File: config.mk
export PLATFORM = sky130hd
export DESIGN_NAME = wp_lookup
export DESIGN_NICKNAME = d
export VERILOG_FILES = /design/src/rtl/wp_pkg.sv /design/src/rtl/wp_way_store.sv /design/src/rtl/wp_pred_table.sv /design/src/rtl/wp_lookup.sv
export SDC_FILE = /design/constraint.sdc
export NUM_CORES = 1
export LEC_CHECK = 0
export BUFFER_PORTS_ARGS = -buffer_cell sky130_fd_sc_hd__buf_4
export CAP_MARGIN = 20
export CELL_PAD_IN_SITES_DETAIL_PLACEMENT = 1
export CELL_PAD_IN_SITES_GLOBAL_PLACEMENT = 1
export CORE_ASPECT_RATIO = 0.6
export CORE_MARGIN = 2
export CORE_UTILIZATION = 30
export CTS_BUF_LIST = sky130_fd_sc_hd__clkbuf_4
export CTS_CLUSTER_SIZE = 8
export DETAILED_ROUTE_END_ITERATION = 10
export GPL_ROUTABILITY_DRIVEN = 0
export GPL_TIMING_DRIVEN = 0
export MAX_ROUTING_LAYER = met4
export PLACE_DENSITY = 0.54
export SYNTH_ARGS = -nofsm -noshare
export SYNTH_HDL_FRONTEND = slang
export SYNTH_HIERARCHICAL = 1
export SYNTH_SLANG_ARGS = --single-unit
File: constraint.sdc
create_clock -name clk -period 5.6 [get_ports clk]
set_input_delay 0.28 -clock clk [delete_from_list [all_inputs] [get_ports clk]]
set_output_delay 0.28 -clock clk [all_outputs]
set_load 0.03 [all_outputs]
File: src/rtl/wp_pkg.sv
package wp_pkg;
  typedef enum logic [1:0] {
    K_NONE = 2'd0,
    K_FAST = 2'd1,
    K_SLOW = 2'd2,
    K_MISS = 2'd3
  } kind_e;

  typedef enum logic {
    ST_IDLE   = 1'b0,
    ST_SECOND = 1'b1
  } probe_st_e;
endpackage

File: src/rtl/wp_way_store.sv
module wp_way_store #(
  parameter int SET_W  = 3,
  parameter int TAG_W  = 9,
  parameter int DATA_W = 16
) (
  input  logic              clk,
  input  logic              rst_n,
  input  logic              wr_en,
  input  logic [SET_W-1:0]  wr_idx,
  input  logic [TAG_W-1:0]  wr_tag,
  input  logic [DATA_W-1:0] wr_data,
  input  logic [SET_W-1:0]  rd_idx,
  output logic              rd_valid,
  output logic [TAG_W-1:0]  rd_tag,
  output logic [DATA_W-1:0] rd_data
);
  localparam int SETS = 1 << SET_W;

  logic [SETS-1:0]   valid_q;
  logic [SETS-1:0]   valid_d;
  logic [TAG_W-1:0]  tag_q  [SETS];
  logic [DATA_W-1:0] data_q [SETS];

  always_comb begin
    valid_d = valid_q;
    if (wr_en) valid_d[wr_idx] = 1'b1;
  end

  always_ff @(posedge clk or negedge rst_n) begin
    if (!rst_n) valid_q <= '0;
    else        valid_q <= valid_d;
  end

  always_ff @(posedge clk) begin
    if (wr_en) begin
      tag_q[wr_idx]  <= wr_tag;
      data_q[wr_idx] <= wr_data;
    end
  end

  assign rd_valid = valid_q[rd_idx];
  assign rd_tag   = tag_q[rd_idx];
  assign rd_data  = data_q[rd_idx];
endmodule

File: src/rtl/wp_pred_table.sv
module wp_pred_table #(
  parameter int SET_W = 3
) (
  input  logic               clk,
  input  logic               rst_n,
  input  logic               fill_en,
  input  logic [SET_W-1:0]   fill_idx,
  input  logic               fill_way,
  input  logic               upd_en,
  input  logic [SET_W-1:0]   upd_idx,
  input  logic               upd_way,
  input  logic [SET_W-1:0]   rd_idx,
  output logic               rd_way,
  output logic [(1<<SET_W)-1:0] pred_vec
);
  localparam int SETS = 1 << SET_W;

  logic [SETS-1:0] pred_q;
  logic [SETS-1:0] pred_d;

  // a fill to the same set in the same cycle wins over a slow-hit update
  always_comb begin
    pred_d = pred_q;
    if (upd_en)  pred_d[upd_idx]  = upd_way;
    if (fill_en) pred_d[fill_idx] = fill_way;
  end

  always_ff @(posedge clk or negedge rst_n) begin
    if (!rst_n) pred_q <= '0;
    else        pred_q <= pred_d;
  end

  assign rd_way   = pred_q[rd_idx];
  assign pred_vec = pred_q;
endmodule

File: src/rtl/wp_lookup.sv
module wp_lookup
  import wp_pkg::*;
#(
  parameter int ADDR_W = 12,
  parameter int SET_W  = 3,
  parameter int DATA_W = 16
) (
  input  logic              clk,
  input  logic              rst_n,
  input  logic              req_valid,
  input  logic [ADDR_W-1:0] req_addr,
  output logic              req_ready,
  input  logic              fill_valid,
  input  logic [ADDR_W-1:0] fill_addr,
  input  logic              fill_way,
  input  logic [DATA_W-1:0] fill_data,
  output logic              rsp_valid,
  output logic [1:0]        rsp_kind,
  output logic              rsp_way,
  output logic [DATA_W-1:0] rsp_data
);
  localparam int TAG_W = ADDR_W - SET_W;
  localparam int WAYS  = 2;
  localparam int SETS  = 1 << SET_W;

  // reset: asserted asynchronously, released through two flops
  logic rst_meta_q, rst_s_n;
  always_ff @(posedge clk or negedge rst_n) begin
    if (!rst_n) begin
      rst_meta_q <= 1'b0;
      rst_s_n    <= 1'b0;
    end else begin
      rst_meta_q <= 1'b1;
      rst_s_n    <= rst_meta_q;
    end
  end

  // probe state
  probe_st_e         state_q, state_d;
  logic [SET_W-1:0]  idx_q, idx_d;
  logic [TAG_W-1:0]  tag_q, tag_d;
  logic              first_way_q, first_way_d;

  logic              rsp_valid_q, rsp_valid_d;
  kind_e             rsp_kind_q, rsp_kind_d;
  logic              rsp_way_q, rsp_way_d;
  logic [DATA_W-1:0] rsp_data_q, rsp_data_d;

  logic [SET_W-1:0]  req_idx;
  logic [TAG_W-1:0]  req_tag;
  assign req_idx = req_addr[SET_W-1:0];
  assign req_tag = req_addr[ADDR_W-1:SET_W];

  logic [SET_W-1:0]  fill_idx;
  logic [TAG_W-1:0]  fill_tag;
  assign fill_idx = fill_addr[SET_W-1:0];
  assign fill_tag = fill_addr[ADDR_W-1:SET_W];

  // storage
  logic [SET_W-1:0]  sel_idx;
  logic              way_valid [WAYS];
  logic [TAG_W-1:0]  way_tag   [WAYS];
  logic [DATA_W-1:0] way_data  [WAYS];

  for (genvar w = 0; w < WAYS; w++) begin : g_way
    wp_way_store #(
      .SET_W (SET_W),
      .TAG_W (TAG_W),
      .DATA_W(DATA_W)
    ) u_store (
      .clk     (clk),
      .rst_n   (rst_s_n),
      .wr_en   (fill_valid && (fill_way == w[0])),
      .wr_idx  (fill_idx),
      .wr_tag  (fill_tag),
      .wr_data (fill_data),
      .rd_idx  (sel_idx),
      .rd_valid(way_valid[w]),
      .rd_tag  (way_tag[w]),
      .rd_data (way_data[w])
    );
  end

  logic              pred_way;
  logic [SETS-1:0]   pred_vec;
  logic              upd_en;

  wp_pred_table #(.SET_W(SET_W)) u_pred (
    .clk     (clk),
    .rst_n   (rst_s_n),
    .fill_en (fill_valid),
    .fill_idx(fill_idx),
    .fill_way(fill_way),
    .upd_en  (upd_en),
    .upd_idx (idx_q),
    .upd_way (~first_way_q),
    .rd_idx  (req_idx),
    .rd_way  (pred_way),
    .pred_vec(pred_vec)
  );

  // the single comparator, steered by the probe state
  logic             in_second;
  logic             sel_way;
  logic [TAG_W-1:0] cur_tag;
  logic             hit_now;
  logic             accept;

  assign in_second = (state_q == ST_SECOND);
  assign sel_idx   = in_second ? idx_q : req_idx;
  assign sel_way   = in_second ? ~first_way_q : pred_way;
  assign cur_tag   = in_second ? tag_q : req_tag;
  assign hit_now   = way_valid[sel_way] && (way_tag[sel_way] == cur_tag);
  assign req_ready = !in_second;
  assign accept    = req_valid && !in_second;
  assign upd_en    = in_second && hit_now;

  always_comb begin
    state_d     = state_q;
    idx_d       = idx_q;
    tag_d       = tag_q;
    first_way_d = first_way_q;
    rsp_valid_d = 1'b0;
    rsp_kind_d  = K_NONE;
    rsp_way_d   = 1'b0;
    rsp_data_d  = '0;
    if (in_second) begin
      state_d     = ST_IDLE;
      rsp_valid_d = 1'b1;
      if (hit_now) begin
        rsp_kind_d = K_SLOW;
        rsp_way_d  = sel_way;
        rsp_data_d = way_data[sel_way];
      end else begin
        rsp_kind_d = K_MISS;
      end
    end else if (accept) begin
      idx_d       = req_idx;
      tag_d       = req_tag;
      first_way_d = sel_way;
      if (hit_now) begin
        rsp_valid_d = 1'b1;
        rsp_kind_d  = K_FAST;
        rsp_way_d   = sel_way;
        rsp_data_d  = way_data[sel_way];
      end else begin
        state_d = ST_SECOND;
      end
    end
  end

  always_ff @(posedge clk or negedge rst_s_n) begin
    if (!rst_s_n) begin
      state_q     <= ST_IDLE;
      rsp_valid_q <= 1'b0;
      rsp_kind_q  <= K_NONE;
      rsp_way_q   <= 1'b0;
      rsp_data_q  <= '0;
    end else begin
      state_q     <= state_d;
      rsp_valid_q <= rsp_valid_d;
      rsp_kind_q  <= rsp_kind_d;
      rsp_way_q   <= rsp_way_d;
      rsp_data_q  <= rsp_data_d;
    end
  end

  // address latch, loaded only when a request is taken
  always_ff @(posedge clk or negedge rst_s_n) begin
    if (!rst_s_n) begin
      idx_q       <= '0;
      tag_q       <= '0;
      first_way_q <= 1'b0;
    end else if (accept) begin
      idx_q       <= idx_d;
      tag_q       <= tag_d;
      first_way_q <= first_way_d;
    end
  end

  assign rsp_valid = rsp_valid_q;
  assign rsp_kind  = rsp_kind_q;
  assign rsp_way   = rsp_way_q;
  assign rsp_data  = rsp_data_q;

  // a matching first probe yields a fast result on the next edge
  a_r2_fast_next_edge: assert property (@(posedge clk) disable iff (!rst_s_n)
    (accept && hit_now) |=> (rsp_valid && rsp_kind == K_FAST));

  // the second probe always ends one edge later in slow hit or miss
  a_r3_second_resolves: assert property (@(posedge clk) disable iff (!rst_s_n)
    in_second |=> (rsp_valid && (rsp_kind == K_SLOW || rsp_kind == K_MISS)));

  // a miss carries neither way nor data
  a_r4_miss_zero: assert property (@(posedge clk) disable iff (!rst_s_n)
    (rsp_valid && rsp_kind == K_MISS) |-> (rsp_way == 1'b0 && rsp_data == '0));

  // after a slow hit the set's guess points at the way that hit
  a_r5_guess_follows: assert property (@(posedge clk) disable iff (!rst_s_n)
    (rsp_valid && rsp_kind == K_SLOW && !$past(fill_valid)) |-> (pred_vec[idx_q] == rsp_way));

  // the busy phase lasts one cycle only
  a_r8_busy_one_cycle: assert property (@(posedge clk) disable iff (!rst_s_n)
    in_second |=> !in_second);

  // no response means kind none
  a_r10_idle_kind: assert property (@(posedge clk) disable iff (!rst_s_n)
    !rsp_valid |-> (rsp_kind == K_NONE));
endmodule

; ---- Word-level counts from Yosys, hierarchy flattened
; Memories as Yosys holds them, arrays and structs flattened.
; Cells that the tools add are included.
[totals]
elab_cells = 86
latchBits = 0
output_inout_bits = 21
ff_bits = 60
ram_bits = 400
memories = 4
in_bits = 45
mem_bits_ro = 0
[mem_list]
columns = name, depth, word_bits, rd, rd_clocked_by_memory_dff, write_ports, line_no
row1 = g_way[0].u_store.data_q, 8, 16, 1, 0, 1, wp_way_store.sv:22  ; logic [DATA_W-1:0] data_q [SETS];
row2 = g_way[1].u_store.data_q, 8, 16, 1, 0, 1, wp_way_store.sv:22
row3 = g_way[0].u_store.tag_q, 8, 9, 1, 0, 1, wp_way_store.sv:21  ; logic [TAG_W-1:0] tag_q [SETS];
row4 = g_way[1].u_store.tag_q, 8, 9, 1, 0, 1, wp_way_store.sv:21
[op_classes]
addsub = 0
mux = 46
shifts = 0
n_div = 0
bitwise = 6
eq_ne = 1
multipliers = 0
n_reduce_logical = 9
n_lt_le_gt_ge = 7
[ops]
columns = cell, count
row1 = 16-bit 2-to-1 mux, 6
row2 = 9-bit 2-to-1 mux, 4
row3 = 1-bit 2-to-1 mux, 25
row4 = 8-bit bitwise mux, 2
row5 = "3-bit by 4-bit less-than comparator with 1-bit output, second input constant", 4
row6 = 8-bit 2-to-1 mux, 2
row7 = 8-bit OR, 2
row8 = 1-bit binary-select mux with 3-bit select, 3
row9 = 9-bit equality test, 1
row10 = 1-bit logical AND, 7
row11 = 1-bit demux with 3-bit select, 2
row12 = "3-bit by 1-bit >= comparator with 1-bit output, second input constant", 2
row13 = 3-bit 2-to-1 mux, 1
row14 = 1-bit NOT, 3
row15 = "2-bit >= comparator, second input constant", 1
row16 = 2-bit 2-to-1 mux, 1
row17 = 1-bit NOT with 2-bit output, 1
row18 = 2-bit AND reduction, 1
row19 = 1-bit logical NOT, 1

; ---- Depth between registers and ports, before layout
[logic_depth]
depth_word = 13
mapped_depth = 15
ltp_nobuf = 11

; ---- Hierarchy
; Netlist, hierarchy kept.
[modules_own_cells]
columns = mod, cells_each, instances, seq_area_each_um2, area_per_inst_um2
row1 = wp_way_store, 325, 2, 6206.0, 8095.3
row2 = wp_lookup, 179, 1, 900.9, 1870.5
row3 = wp_pred_table, 49, 1, 200.2, 566.8

; ---- Worst setup path after synthesis
; OpenSTA, ideal clock, no wires.
[synth_path]
kind = flip-flop to flip-flop
from = register state_q, in the netlist in_second
to = register u_pred.pred_q[2], in the netlist u_pred/pred_vec[2]
n_path_buf = 4
required_time_ps = 5475
setup_time_ps = 125
period_less_slack_ps = 4137
setup_slack_ps = 1463
arrival_time_ps = 4012
stages_incl_launch_ff = 16
cell_sequence = dfrtp_1 buf_6 buf_4 mux2_2 clkbuf_1 clkbuf_1 mux4_2 mux2_2 and3_1 o21a_1 nor4b_1 and4_2 and3_1 nor4bb_1 mux2_2 mux2_2
[synth_lines]
columns = element, line_no
row1 = start: declaration, wp_lookup.sv:39  ; probe_st_e state_q, state_d;
row2 = start signal: assignment, wp_lookup.sv:160  ; state_q <= state_d;
row3 = end signal: assignment, wp_pred_table.sv:30  ; else pred_q <= pred_d;
row4 = end: declaration, wp_pred_table.sv:18  ; logic [SETS-1:0] pred_q;

==> impl_metrics.toml <==
[power_and_ir_drop]
switching_power_mw = 1.973
total_power_mw = 7.687
ir_drop_mv = 0.1488
cellLeakagePower_nw = 8.103
switching_share = 0.2566
p_int_mw = 5.714
p_per_area_nw_per_um2 = 335.8
clkPwrFrac = 0.369
pwr-share-comb = 0.125
seq_power_share = 0.506

[die]
dieHeight_um = 197.0
core.rowCount = 70
io_pins = 66
fp.dieW_um = 325.7
initial_core_util = 0.3047
dieArea_sq_um = 64170
fp.coreArea_sq_um = 61130

[route]
drt_iter0_markers = 841
vias_per_cell = 4.780
drc = 0
wl_per_cell_um = 23.46
vias = 10020
firstDrtPassIters = 5
ant_nets = 0
wl_um = 49180

[placed_design]
dpl_cell_area_sq_um = 20840
dp_hpwl_um = 33190
place.port_buffers = 65

[clocking]
clockRootBuffer = "clkbuf_4"
htreeDepth = 3
clk_pin_slew_ps = 60
clkLatencyLatePin_ps = 890
cts_sinks = 460
cts_buffer_depth = 3
cts_tree = "built"
cts_made_buffers = 114

[timing]
slew_viol_final = 0
max_freq_ghz = 0.1873
worst_clock_skew_ps = 54.74
setup_viol = 0
finalHoldViolCount = 0
period_needed_ps = 5340
tightest_slew_ps = 1092
finalCritPeriodShare = 0.9536
worst_slew_margin_rel = 0.2722
rsz0062_at_grt = "false"
fin_setup_tns_ps = 0

[synth]
syn-num-nets = 923
ys_seq_area_frac = 0.7254
synth_seq_cells = 460
yosys_warnings = 6
synthCells = 878
synthDistinctLibCells = 44
syn_avg_cell_area_sq_um = 21.22
synth_area_sq_um = 18630
async_flop_share = 0.1304
synth_edf_count = 400
synth-main-ff-cell = "edfxtp_1"

[critical_path]
critPathCaptureType = "register"
cp_cell_sequence = "buf_6, buf_4, mux2_2, clkbuf_1, clkbuf_1, mux4_2, mux2_2, and3_1, o21ai_0, nor4b_1, and4_2, and3_1, nor4bb_1, mux2_2, mux2_2"
critical_path.startpoint = "in_second"
worstRegToRegCells = 15
cp.required_ps = 6350
r2r-end = "u_pred/pred_vec[2]"
worst_ep_arrival_time_ps = 6090
worstSetupPathType = "reg2reg"
crit_fanout = 10
r2r-start = "in_second"
slowest_stage = "clkbuf_1"
reg2reg_slack_ps = 260
startpoint_type = "register"
critPathMaxStageDelay_ps = 780
critPathMostFrequentCell = "mux2_2"

[cells_and_area]
syn_to_final_growth_pct = 22.87
layout-drive-gt1-share = 0.3527
final_cell_area_sq_um = 22890
nets = 1203
final_cell_mix = "edfxtp_1 (400), clkbuf_4 (169), mux4_1 (92), buf_4 (75), mux2_2 (75)"
final_common_cell = "edfxtp_1"
nFillCells = 6123
final_util = 0.3744

[global_routing]
grt.total_usage = 0.1601
grt_antenna_before_repair = 5
globalRoute.totalOverflow = 0
grt_pass1_vias = 10410
grt_pass1_wl_um = 72300
grt_max_degree = 57

[run_status]
status = "complete, no violations"

[run]
drv_cap = 0

[worst_hold_path]
min_path_type = "reg2async"
synth_stat cells (2+ instances only):
| library cell | instances | share of area |
|---|---|---|
| nand2_1 | 39 | 0.0079 |
| mux2_2 | 75 | 0.045 |
| o21a_1 | 4 | 0.0016 |
| mux4_1 | 92 | 0.13 |
| a21boi_0 | 2 | 0.00081 |
| nor2b_1 | 3 | 0.0010 |
| nor4bb_1 | 6 | 0.0032 |
| a21oi_2 | 9 | 0.0042 |
| a21boi_1 | 5 | 0.0020 |
| o21ai_0 | 2 | 0.00054 |
| buf_4 | 2 | 0.00081 |
| mux2i_1 | 14 | 0.0075 |
| nand3_1 | 5 | 0.0013 |
| a41o_1 | 8 | 0.0043 |
| a21oi_1 | 12 | 0.0032 |
| nand2b_1 | 2 | 0.00067 |
| dfrtp_1 | 60 | 0.081 |
| nor2_1 | 9 | 0.0018 |
| and2_1 | 2 | 0.00067 |
| edfxtp_1 | 400 | 0.64 |
| inv_1 | 9 | 0.0018 |
| mux4_2 | 14 | 0.017 |
| clkbuf_1 | 25 | 0.0050 |
| nor3_1 | 14 | 0.0038 |
| o21bai_1 | 2 | 0.00081 |
| or2_2 | 6 | 0.0020 |
| buf_1 | 2 | 0.00040 |
| xor2_1 | 2 | 0.00094 |
| nor3b_1 | 4 | 0.0016 |
| nand4_1 | 2 | 0.00067 |
| nor4b_1 | 7 | 0.0033 |
| o21ai_1 | 2 | 0.00054 |
| nand4b_1 | 6 | 0.0028 |
| buf_6 | 15 | 0.0091 |
| and3_1 | 8 | 0.0027 |
worst max-delay path: cells and delay by family (launching register included):
kind	cells	cell delay, ps
buffers and inverters	4	1460
AND/OR/NAND/NOR	5	1560
flip-flops	1	410
multiplexers	5	1610
AO/OA/AOI/OAI	1	150
how the worst max path moves through the flow:
| stage | end | slack (ps) | cells past startpoint |
|---|---|---|---|
| after global routing | u_pred/pred_vec[2] | 20 | 15 |
| after detailed placement | u_pred/pred_vec[2] | 120 | 15 |
| after floorplan | u_pred/pred_vec[2] | 1460 | 15 |
| after CTS | u_pred/pred_vec[2] | 80 | 15 |
| final | u_pred/pred_vec[2] | 260 | 15 |
| after global placement | g_way[0].u_store/valid_q[0] | -2350 | 4 |
layout make-up:
class / count / area (sq um) / area share
sequential: 460 / 13520 / 0.5906
multi-input combinational: 365 / 4923 / 0.2151
timing repair buffer: 164 / 1574 / 0.06877
clock buffer: 169 / 1269 / 0.05543
tap: 828 / 1036 / 0.04526
buffer: 44 / 295.3 / 0.01290
clock inverter: 45 / 210.2 / 0.009184
inverter: 9 / 33.78 / 0.001476
antenna: 12 / 30.03 / 0.001312
routing by layer:
layer / up-vias / GRT usage / part of all wire
li1: 4372 / - / -
met1: 5289 / 0.2370 / 0.50
met2: 274 / 0.2151 / 0.42
met3: 83 / 0.04448 / 0.064
met4: 0 / 0.03960 / 0.016
met5: - / - / 0
power by group through the flow:
| stage | Combinational (mW) | Sequential (mW) | Clock, mW |
|---|---|---|---|
| after global placement | 0.886 | 3.97 | 0 |
| after CTS | 0.975 | 3.89 | 2.95 |
| after global routing | 1.04 | 3.90 | 3.13 |
| final | 0.962 | 3.89 | 2.84 |
| after floorplan | 0.572 | 3.96 | 0 |
| after detailed placement | 0.936 | 3.96 | 0 |
logic make-up after synthesis:
family / Yosys count / synth area share
flops: 460 / 0.7254
other cells: 1 / 0.0002013
buf+inv: 53 / 0.01713
xor+xnor: 2 / 0.0009405
compound gates: 48 / 0.01961
mux: 197 / 0.2010
simple gates: 117 / 0.03573
state kept, by name (all words and copies together), names as in the netlist, 2 cells and up:
signal / flops
u_pred/pred_vec: 8
g_way.u_store/tag_q: 144
tag_q: 9
rsp_data: 16
g_way.u_store/data_q: 256
idx_q: 3
rsp_kind: 2
g_way.u_store/valid_q: 16
timing repair:
action                                  in CTS  in global routing
setup buffers                                0                  0
hold endpoints to repair                   434                  0
resized for setup                            0                 20
endpoints found under the setup margin       0                  4
hold buffers                                53                  0
per-stage QoR:
| stage | instances | hold slack, ps | setup WS, ps |
|---|---|---|---|
| finish | 2096 | 109.1 | 259.6 |
| CTS | 2084 | 109.6 | 83.73 |
| floorplan | 878 | -15.59 | 1463 |
| global placement | 1771 | 64.21 | -2355 |
| detailed placement | 1817 | 66.53 | 119.4 |
| global route | 2095 | 95.35 | 22.93 |
Note: power is estimated with default switching activity, not from simulation.
